==> config.mk <==
export PLATFORM = sky130hd
export DESIGN_NAME = tblrd_host
export DESIGN_NICKNAME = d
export VERILOG_FILES = /design/src/rtl/tblrd_pkg.sv /design/src/rtl/tblrd_timer.sv /design/src/rtl/tblrd_phy.sv /design/src/rtl/tblrd_host.sv
export SDC_FILE = /design/constraint.sdc
export NUM_CORES = 1
export LEC_CHECK = 0
export ABC_AREA = 1
export BUFFER_PORTS_ARGS = -buffer_cell sky130_fd_sc_hd__buf_2
export CAP_MARGIN = 25
export CORE_MARGIN = 5
export CORE_UTILIZATION = 55
export CTS_BUF_LIST = sky130_fd_sc_hd__clkbuf_2 sky130_fd_sc_hd__clkbuf_4 sky130_fd_sc_hd__clkbuf_8
export CTS_CLUSTER_DIAMETER = 120
export DETAILED_ROUTE_END_ITERATION = 10
export PLACE_DENSITY = 0.78
export SYNTH_ARGS = -nofsm -noshare
export SYNTH_HDL_FRONTEND = slang
export SYNTH_SLANG_ARGS = --single-unit
export TNS_END_PERCENT = 10
==> constraint.sdc <==
create_clock -name clk_i -period 2.7 [get_ports clk_i]
set_input_delay 0.27 -clock clk_i [delete_from_list [all_inputs] [get_ports clk_i]]
set_output_delay 0.27 -clock clk_i [all_outputs]
set_load 0.02 [all_outputs]
==> src/rtl/tblrd_pkg.sv <==
package tblrd_pkg;
  localparam int unsigned ADDR_W  = 22;
  localparam int unsigned FRAME_W = 20;
  localparam logic [3:0]  CMD_CORE      = 4'b0000;
  localparam logic [3:0]  CMD_TBLRD_INC = 4'b1001;

  typedef enum logic [2:0] {
    ST_IDLE, ST_CORE, ST_GAP, ST_RDCMD, ST_TURN, ST_RDDAT, ST_HOLD
  } seq_state_e;

  typedef enum logic [1:0] {PH_IDLE, PH_HIGH, PH_LOW} phy_state_e;

  // payload of the idx-th pointer-load instruction
  function automatic logic [15:0] core_word(input logic [2:0] idx, input logic [ADDR_W-1:0] a);
    logic [15:0] w;
    case (idx)
      3'd0:    w = {8'h0E, 2'b00, a[21:16]};
      3'd1:    w = 16'h6EF8;
      3'd2:    w = {8'h0E, a[15:8]};
      3'd3:    w = 16'h6EF7;
      3'd4:    w = {8'h0E, a[7:0]};
      default: w = 16'h6EF6;
    endcase
    return w;
  endfunction
endpackage

==> src/rtl/tblrd_timer.sv <==
module tblrd_timer #(
  parameter int unsigned W = 8
) (
  input  logic         clk_i,
  input  logic         rst_ni,
  input  logic         load_i,
  input  logic [W-1:0] len_i,
  output logic         zero_o
);
  logic [W-1:0] cnt_q;

  always_ff @(posedge clk_i or negedge rst_ni) begin
    if (!rst_ni)             cnt_q <= '0;
    else if (load_i)         cnt_q <= len_i;
    else if (cnt_q != '0)    cnt_q <= cnt_q - 1'b1;
  end

  assign zero_o = (cnt_q == '0);
endmodule

==> src/rtl/tblrd_phy.sv <==
module tblrd_phy import tblrd_pkg::*; #(
  parameter int unsigned HALF_CYC = 4,
  parameter int unsigned TMR_W    = 8
) (
  input  logic               clk_i,
  input  logic               rst_ni,
  input  logic               start_i,
  input  logic [4:0]         nbits_i,
  input  logic [FRAME_W-1:0] tx_i,
  input  logic               rx_i,
  input  logic               pgd_i,
  output logic               busy_o,
  output logic               done_o,
  output logic [7:0]         rx_byte_o,
  output logic               pgc_o,
  output logic               pgd_o,
  output logic               pgd_oe_o
);
  localparam logic [TMR_W-1:0] HALF_LEN = TMR_W'(HALF_CYC - 1);

  phy_state_e         st_q;
  logic [FRAME_W-1:0] sh_q;
  logic [4:0]         left_q;
  logic               rx_q, pgc_q, pgd_q, done_q;
  logic [7:0]         rxsh_q;
  logic               tmr_load, tmr_zero;

  always_comb begin
    tmr_load = 1'b0;
    case (st_q)
      PH_IDLE: tmr_load = start_i;
      PH_HIGH: tmr_load = tmr_zero;
      PH_LOW:  tmr_load = tmr_zero && (left_q != 5'd1);
      default: tmr_load = 1'b0;
    endcase
  end

  tblrd_timer #(.W(TMR_W)) u_half (
    .clk_i(clk_i), .rst_ni(rst_ni), .load_i(tmr_load), .len_i(HALF_LEN), .zero_o(tmr_zero)
  );

  always_ff @(posedge clk_i or negedge rst_ni) begin
    if (!rst_ni) begin
      st_q <= PH_IDLE; sh_q <= '0; left_q <= '0; rx_q <= 1'b0;
      pgc_q <= 1'b0; pgd_q <= 1'b0; done_q <= 1'b0; rxsh_q <= '0;
    end else begin
      done_q <= 1'b0;
      case (st_q)
        PH_IDLE: if (start_i) begin
          sh_q <= tx_i; left_q <= nbits_i; rx_q <= rx_i;
          pgc_q <= 1'b1; pgd_q <= tx_i[0]; st_q <= PH_HIGH;
        end
        PH_HIGH: if (tmr_zero) begin
          pgc_q <= 1'b0;                                 // sample at falling edge
          if (rx_q) rxsh_q <= {pgd_i, rxsh_q[7:1]};
          st_q <= PH_LOW;
        end
        PH_LOW: if (tmr_zero) begin
          if (left_q == 5'd1) begin
            st_q <= PH_IDLE; done_q <= 1'b1;
          end else begin
            left_q <= left_q - 1'b1;
            sh_q   <= sh_q >> 1;
            pgd_q  <= sh_q[1];                           // change at rising edge
            pgc_q  <= 1'b1;
            st_q   <= PH_HIGH;
          end
        end
        default: st_q <= PH_IDLE;
      endcase
    end
  end

  assign busy_o    = (st_q != PH_IDLE);
  assign done_o    = done_q;
  assign rx_byte_o = rxsh_q;
  assign pgc_o     = pgc_q;
  assign pgd_o     = pgd_q;
  assign pgd_oe_o  = busy_o && !rx_q;
endmodule

==> src/rtl/tblrd_host.sv <==
module tblrd_host import tblrd_pkg::*; #(
  parameter int unsigned HALF_CYC = 4,
  parameter int unsigned TURN_CYC = 40,
  parameter int unsigned GAP_CYC  = 8,
  parameter int unsigned CNT_W    = 16,
  parameter int unsigned TMR_W    = 8
) (
  input  logic              clk_i,
  input  logic              rst_ni,
  input  logic              req_valid_i,
  output logic              req_ready_o,
  input  logic [ADDR_W-1:0] req_addr_i,
  input  logic [CNT_W-1:0]  req_count_i,
  output logic              err_o,
  output logic              rsp_valid_o,
  input  logic              rsp_ready_i,
  output logic [7:0]        rsp_data_o,
  output logic              pgc_o,
  output logic              pgd_o,
  output logic              pgd_oe_o,
  input  logic              pgd_i
);
  localparam int unsigned      SUM_W    = ((CNT_W > ADDR_W) ? CNT_W : ADDR_W) + 1;
  localparam logic [SUM_W-1:0] ADDR_END = SUM_W'(1) << ADDR_W;
  localparam logic [TMR_W-1:0] TURN_LEN = TMR_W'(TURN_CYC - 1);
  localparam logic [TMR_W-1:0] GAP_LEN  = TMR_W'(GAP_CYC - 1);

  seq_state_e         state_q, nxt_q;
  logic [2:0]         idx_q;
  logic [ADDR_W:0]    addr_q;
  logic [CNT_W-1:0]   left_q;
  logic [7:0]         data_q;
  logic               err_q, fired_q;

  logic               phy_start, phy_busy, phy_done, phy_rx;
  logic [4:0]         phy_nbits;
  logic [FRAME_W-1:0] phy_tx;
  logic [7:0]         phy_byte;
  logic               wt_load, wt_zero;
  logic [TMR_W-1:0]   wt_len;
  logic [SUM_W-1:0]   end_sum;
  logic               overrun;

  assign end_sum = SUM_W'(req_addr_i) + SUM_W'(req_count_i);
  assign overrun = end_sum > ADDR_END;

  always_comb begin
    phy_tx    = '0;
    phy_nbits = 5'd20;
    phy_rx    = 1'b0;
    case (state_q)
      ST_CORE:  phy_tx = {core_word(idx_q, addr_q[ADDR_W-1:0]), CMD_CORE};
      ST_RDCMD: begin phy_tx = FRAME_W'({8'h00, CMD_TBLRD_INC}); phy_nbits = 5'd12; end
      ST_RDDAT: begin phy_nbits = 5'd8; phy_rx = 1'b1; end
      default:  ;
    endcase
  end

  assign phy_start = (state_q == ST_CORE || state_q == ST_RDCMD || state_q == ST_RDDAT)
                     && !fired_q && !phy_busy;
  assign wt_load = ((state_q == ST_CORE || state_q == ST_RDCMD) && phy_done)
                || (state_q == ST_HOLD && rsp_ready_i && left_q != '0);
  assign wt_len  = (state_q == ST_RDCMD) ? TURN_LEN : GAP_LEN;

  tblrd_phy #(.HALF_CYC(HALF_CYC), .TMR_W(TMR_W)) u_phy (
    .clk_i(clk_i), .rst_ni(rst_ni), .start_i(phy_start), .nbits_i(phy_nbits),
    .tx_i(phy_tx), .rx_i(phy_rx), .pgd_i(pgd_i), .busy_o(phy_busy), .done_o(phy_done),
    .rx_byte_o(phy_byte), .pgc_o(pgc_o), .pgd_o(pgd_o), .pgd_oe_o(pgd_oe_o)
  );

  tblrd_timer #(.W(TMR_W)) u_wait (
    .clk_i(clk_i), .rst_ni(rst_ni), .load_i(wt_load), .len_i(wt_len), .zero_o(wt_zero)
  );

  always_ff @(posedge clk_i or negedge rst_ni) begin
    if (!rst_ni) begin
      state_q <= ST_IDLE; nxt_q <= ST_IDLE; idx_q <= '0; addr_q <= '0;
      left_q <= '0; data_q <= '0; err_q <= 1'b0; fired_q <= 1'b0;
    end else begin
      err_q <= 1'b0;
      if (phy_start)     fired_q <= 1'b1;
      else if (phy_done) fired_q <= 1'b0;
      case (state_q)
        ST_IDLE: if (req_valid_i) begin
          if (overrun) err_q <= 1'b1;
          else if (req_count_i != '0) begin
            addr_q  <= {1'b0, req_addr_i};
            left_q  <= req_count_i;
            idx_q   <= '0;
            state_q <= ST_CORE;
          end
        end
        ST_CORE: if (phy_done) begin
          nxt_q   <= (idx_q == 3'd5) ? ST_RDCMD : ST_CORE;
          idx_q   <= idx_q + 1'b1;
          state_q <= ST_GAP;
        end
        ST_GAP:   if (wt_zero) state_q <= nxt_q;
        ST_RDCMD: if (phy_done) state_q <= ST_TURN;
        ST_TURN:  if (wt_zero) state_q <= ST_RDDAT;
        ST_RDDAT: if (phy_done) begin
          data_q  <= phy_byte;
          addr_q  <= addr_q + 1'b1;
          left_q  <= left_q - 1'b1;
          state_q <= ST_HOLD;
        end
        ST_HOLD: if (rsp_ready_i) begin
          if (left_q == '0) state_q <= ST_IDLE;
          else begin nxt_q <= ST_RDCMD; state_q <= ST_GAP; end
        end
        default: state_q <= ST_IDLE;
      endcase
    end
  end

  assign req_ready_o = (state_q == ST_IDLE);
  assign rsp_valid_o = (state_q == ST_HOLD);
  assign rsp_data_o  = data_q;
  assign err_o       = err_q;
endmodule

Word-level counts from Yosys, hierarchy flattened

Index checks and enable logic that the tools add are counted.

Register bits after elaboration: 113
Logic and storage cells: 168
Output and inout bits: 14
Bits of input ports: 43

Order comparisons: 1
Equality and inequality tests: 29
Add/sub/neg operators: 7
Mux-type cells: 71
Reduce and logical (&&, ||, !) cells: 42

Operators by type and width:

| operator              | number |
|---|---|
| $mux 23               | 4 |
| $pmux 15 s5           | 1 |
| $mux 16               | 4 |
| $mux 20               | 3 |
| $mux 3                | 16 |
| $pmux 23 s2           | 1 |
| $pmux 20 s2           | 1 |
| $pmux 19 s2           | 1 |
| $mux 8                | 4 |
| $pmux 16 s2           | 1 |
| $reduce_bool 16->1    | 2 |
| $add 22x16->23        | 1 |
| $add 23x1->23 const B | 1 |
| $gt 23x23->1 const B  | 1 |
| $pmux 3 s7            | 1 |
| $ne 2x1->1 const B    | 10 |
| $pmux 5 s2            | 2 |
| $mux 1                | 17 |
| $logic_not 16->1      | 1 |
| $logic_not 8->1       | 2 |
| $reduce_bool 2->1     | 8 |
| $reduce_bool 8->1     | 2 |
| $sub 16x1->16 const B | 1 |
| $sub 8x1->8 const B   | 2 |
| other kinds (28)      | 63 |

Longest topological paths before layout

Word-level depth: 7
Gate-level depth with buffers: 20
Depth with buffers taken out: 18

By module

A second synthesis with hierarchy kept.

Cells, all modules: 1297
Area, all modules: 8319.2 um2

By module, submodules not included:

| module                      | area each (um2) | times used | cells an instance | sequential area each (um2) |
|---|---|---|---|---|
| tblrd_host                  | 5343.9          | 1          | 881               | 1401.3 |
| tblrd_phy                   | 1944.4          | 1          | 271               | 950.9 |
| tblrd_timer at u_wait       | 518.0           | 1          | 74                | 200.2 |
| tblrd_timer at u_phy.u_half | 513.0           | 1          | 71                | 200.2 |

Least setup slack after synthesis

OpenSTA, ideal clock, no wires.

Kind: input port to flip-flop
Start: in req_addr_i[0]
End: reg addr_q[15]
Setup time: 117 ps
Stages: 20
Required time: 2583 ps
Setup slack: 325 ps
Arrival time: 2257 ps
Buffers on the path: 2
Cell sequence: ha_1 > fa_1 > nand2_1 > nand2_1 > nand3_1 > nand2_1 > nand2_1 > nand2_1 > nand2_1 > nand2_1 > nor2_1 > nand2_1 > nor2_1 > nand3_1 > nand3_2 > nand3_2 > buf_6 > buf_6 > nand2_1 > nand2_1

Cells in the longest elaborated chain, start to end: 4

Ends and longest elaborated chain:

| element                    | line              | text |
|---|---|---|
| from (decl)                | tblrd_host.sv:12  | `input logic [ADDR_W-1:0] req_addr_i,` |
| $add 22x16->23             | tblrd_host.sv:44  | `assign end_sum = SUM_W'(req_addr_i) + SUM_W'(req_count_i);` |
| $gt 23x23->1               | tblrd_host.sv:45  | `assign overrun = end_sum > ADDR_END;` |
| $ne 2x2->1 (no line)       | n/a               |  |
| $reduce_and 5->1 (no line) | n/a               |  |
| to (signal assigned)       | tblrd_host.sv:87  | `addr_q <= {1'b0, req_addr_i};` |
| to (signal assigned)       | tblrd_host.sv:103 | `addr_q <= addr_q + 1'b1;` |
| to (decl)                  | tblrd_host.sv:30  | `logic [ADDR_W:0] addr_q;` |

Every way passes these cells.
A chain may end at the register's enable or synchronous reset.

Worst setup path after layout

Start: reg left_q[1]
End: reg left_q[14]

Cells in the longest elaborated chain, start to end: 3

Ends and longest elaborated chain:

| element                | line              | text |
|---|---|---|
| from (decl)            | tblrd_host.sv:31  | `logic [CNT_W-1:0] left_q;` |
| from (signal assigned) | tblrd_host.sv:88  | `left_q <= req_count_i;` |
| from (signal assigned) | tblrd_host.sv:104 | `left_q <= left_q - 1'b1;` |
| $sub 16x1->16          | tblrd_host.sv:104 |  |
| $mux 16                | tblrd_host.sv:101 | `ST_RDDAT: if (phy_done) begin` |
| $pmux 16 s2            | tblrd_host.sv:83  | `case (state_q)` |

Every way passes these cells. The select of a mux whose other input is x is not followed.

==> impl_metrics.env <==
export IMPL_timing_max_cap_violations=0
export IMPL_buffer_ports_inserted=56
export IMPL_drt_pre_antenna_iters=5
export IMPL_leakage_power_of_the_design_nw=4.40
export IMPL_number_of_enable_flip_flop_cells_after_synthesis=0
export IMPL_cell_area_after_synthesis_um2=7650
export IMPL_gp_routability_congestion=0.998
export IMPL_via_per_inst=5.42
export IMPL_report_final_slew_viol_count=0
export IMPL_max_freq_ghz=0.406
export IMPL_grt_max_degree=55
export IMPL_clk_root_buffer_cell="sky130_fd_sc_hd__clkbuf_8"
export IMPL_crit_path_max_fanout=3
export IMPL_fraction_of_the_yosys_area_taken_by_sequential_cells_pct=35.6
export IMPL_grt_pass1_wl_mm=32.6
export IMPL_final_common_cell="sky130_fd_sc_hd__nand2_1"
export IMPL_met2_wirelength_mm=8.87
export IMPL_worst_skew_pair_late_latency_ns=0.39
export IMPL_max_slew_worst_pin_slew_ns=0.618
export IMPL_power_switching_share_pct=46.3
export IMPL_timing_final_crit_period_ns=2.46
export IMPL_detailroute_via_count=7453
export IMPL_wl_met3_mm=1.06
export IMPL_die_h_um=128
export IMPL_place_detailed_hpwl_mm=14.7
export IMPL_min_delay_path_class="input pin to flip-flop"
export IMPL_worst_endpoint_required_ns=3.04
export IMPL_worst_hold_slack_ns=0.128
export IMPL_critPathLaunchType="flip-flop"
export IMPL_die_width_um=128
export IMPL_power_density_nw_per_um2=846
export IMPL_antenna_found_initial=0
export IMPL_wirelength_mm=19.3
export IMPL_path_clk_slew_ns=0.11
export IMPL_layout_skew_ns=0.0110
export IMPL_clock_tree_buffer_depth=2
export IMPL_internal_power_mw=3.81
export IMPL_yosysWarningCount=0
export IMPL_power_frac_clock_pct=13.8
export IMPL_rsz0062_at_grt="false"
export IMPL_io_pins=57
export IMPL_finalCritPeriodShare_pct=91.2
export IMPL_top_layer_used="met4"
export IMPL_cell_type_with_the_largest_total_area_after_synthesis="sky130_fd_sc_hd__dfrtp_1"
export IMPL_nFillCells=1404
export IMPL_die_area_um2=16400
export IMPL_clock_tree_htree_level_count=3
export IMPL_irDropWorstVdd_mv=0.441
export IMPL_post_route_cells_drive_above_1_share_pct=9.62
export IMPL_fin_nets=1262
export IMPL_power_frac_comb_pct=46.6
export IMPL_drt_wirelength_per_cell_um=14.0
export IMPL_placedInstanceArea_um2=8200
export IMPL_async_reset_ff_share_pct=100
export IMPL_worst_slew_margin_rel_pct=58.8
export IMPL_cts_setup_buffers=0
export IMPL_hold_violations=0
export IMPL_initial_utilization_pct=55.6
export IMPL_yosys_top_cells_area="sky130_fd_sc_hd__dfrtp_1, sky130_fd_sc_hd__nand2_1, sky130_fd_sc_hd__inv_1, sky130_fd_sc_hd__nor2_1, sky130_fd_sc_hd__o21ai_0"
export IMPL_ys_flop_type="sky130_fd_sc_hd__dfrtp_1"
export IMPL_synth_cells=1127
export IMPL_cts_hold_buf=1
export IMPL_setup_worst_path_end_class="flip-flop"
export IMPL_finalInstanceArea_um2=8400
export IMPL_drc_errors=0
export IMPL_postSynthRegisterBits=109
export IMPL_place_detailed_instances=1358
export IMPL_n_antenna_cell=0
export IMPL_netlist_area_leader_share_pct=35.6
export IMPL_synthesis_nets=1199
export IMPL_route_layer_met1_wl_mm=9.05
export IMPL_critPathKind="flip-flop to flip-flop"
export IMPL_ctsResizeCount=0
export IMPL_setup_viol=0
export IMPL_ant_nets=0
export IMPL_run_status="completed"
export IMPL_grt_overflow_total=0
export IMPL_global_route_total_usage_across_every_layer_pct=24.2
export IMPL_clock_sink_count=109
export IMPL_clock_buffer_count_from_cts=9
export IMPL_initialDrtViolationCount=581
export IMPL_syn_mean_instance_area_um2=6.79
export IMPL_fin_util_pct=61.0
export IMPL_cp_data_arrival_time_ns=2.80
export IMPL_clock_tree_from_tritoncts="yes"
export IMPL_layout_common_cells="sky130_fd_sc_hd__nand2_1, sky130_fd_sc_hd__inv_1, sky130_fd_sc_hd__nor2_1"
export IMPL_netSwitchingPower_mw=3.29
export IMPL_synth_cell_types=47
export IMPL_layoutNonFillerInstCount=1375
export IMPL_seq_power_share_pct=39.6
export IMPL_first_global_vias=6873
export IMPL_total_power_mw=7.11
export IMPL_num_rows=43
export IMPL_core_area_um2=13800
export IMPL_syn_to_final_growth_pct=9.81
==> synthesized netlist by cell type (3+ instances only) <==
library cell                number
sky130_fd_sc_hd__a211oi_1        5
sky130_fd_sc_hd__a21oi_1        32
sky130_fd_sc_hd__a22oi_1         3
sky130_fd_sc_hd__a2bb2oi_1       3
sky130_fd_sc_hd__a31oi_1         9
sky130_fd_sc_hd__buf_2           5
sky130_fd_sc_hd__buf_6           6
sky130_fd_sc_hd__clkbuf_1       17
sky130_fd_sc_hd__dfrtp_1       109
sky130_fd_sc_hd__ha_1           28
sky130_fd_sc_hd__inv_1         149
sky130_fd_sc_hd__nand2_1       357
sky130_fd_sc_hd__nand3_1        51
sky130_fd_sc_hd__nand4_1        58
sky130_fd_sc_hd__nor2_1        112
sky130_fd_sc_hd__nor2_2          6
sky130_fd_sc_hd__nor3_1         17
sky130_fd_sc_hd__nor4_1          5
sky130_fd_sc_hd__o21ai_0        78
sky130_fd_sc_hd__o22ai_1         8
sky130_fd_sc_hd__xnor2_1         6
sky130_fd_sc_hd__xor2_1         29
==> final timing paths <==
kind                           start                  to  slack, ns  cells after the start
max in group asynchronous     rst_ni     u_phy.left_q[1]       1.58                      3
hold / removal                 pgd_i  u_phy.rx_byte_o[7]       0.13                      3
hold reg to reg             nxt_q[0]            nxt_q[0]       0.48                      2
setup / recovery           left_q[1]          left_q[14]       0.24                     13
min in group asynchronous     rst_ni           left_q[4]       0.41                      2
setup reg to reg           left_q[1]          left_q[14]       0.24                     13
==> power groups by stage <==
stage,Sequential (mW),Clock [mW],Combinational [mW]
2_1_floorplan,2.69,0,2.55
3_3_place_gp,2.82,0,3.20
3_5_place_dp,2.82,0,3.29
4_1_cts,2.80,0.996,3.29
5_1_grt,2.91,1.07,3.79
6_report,2.82,0.980,3.31
==> layout make-up <==
cell class              instances  area (µm²)  area share (%)
clock buffers                   9         124            1.47
clock inverters                 7        66.3           0.789
inverters                     152         571            6.79
multi-input cells             834        4170            49.6
flip-flops and latches        109        2730            32.5
well taps                     180         225            2.68
repair buffers                 84         520            6.19
==> through the flow <==
step | TNS (ns) | setup WS, ns
after floorplan | 0 | 0.325
after global placement | 0 | 0.0410
after detailed placement | -0.211 | -0.0246
after CTS | 0 | 0.248
after global routing | 0 | 0.0372
final | 0 | 0.237
==> cell families after synthesis <==
family,after synthesis,synth area share (%)
multiplexers,1,0.147
AND/OR/NAND/NOR,618,34.3
AO/OA/AOI/OAI,151,11.1
buffers and inverters,184,9.92
adder cells (fa/ha/maj),29,4.84
XOR/XNOR,35,4.01
flip-flops,109,35.6
==> layer usage <==
layer / vias to the layer above / GRT usage, %
met5: - / 0
met4: 0 / 5.99
met3: 29 / 4.08
met2: 204 / 38.0
met1: 3443 / 35.0
li1: 3777 / -
==> state kept, by name, summed over array words and instances, names as in the netlist, 5 cells and up <==
name	cells
u_phy.left_q	5
u_phy.rx_byte_o	8
u_phy.sh_q	19
rsp_data_o	8
left_q	16
u_phy.u_half.cnt_q	8
addr_q	22
u_wait.cnt_q	8
==> worst max-delay path: stages (launching register included) <==
cell	delay [ns]
sky130_fd_sc_hd__dfrtp_1	0.41
sky130_fd_sc_hd__inv_1	0.10
sky130_fd_sc_hd__ha_1	0.17
sky130_fd_sc_hd__nor3b_1	0.28
sky130_fd_sc_hd__nand2_1	0.14
sky130_fd_sc_hd__nor2_1	0.17
sky130_fd_sc_hd__inv_1	0.08
sky130_fd_sc_hd__nor3b_1	0.38
sky130_fd_sc_hd__nand3_1	0.16
sky130_fd_sc_hd__nand2_1	0.10
sky130_fd_sc_hd__inv_1	0.03
sky130_fd_sc_hd__o21ai_0	0.19
sky130_fd_sc_hd__nand4_1	0.12
sky130_fd_sc_hd__nand2_1	0.08
Note: power is estimated with default switching activity, not from simulation.
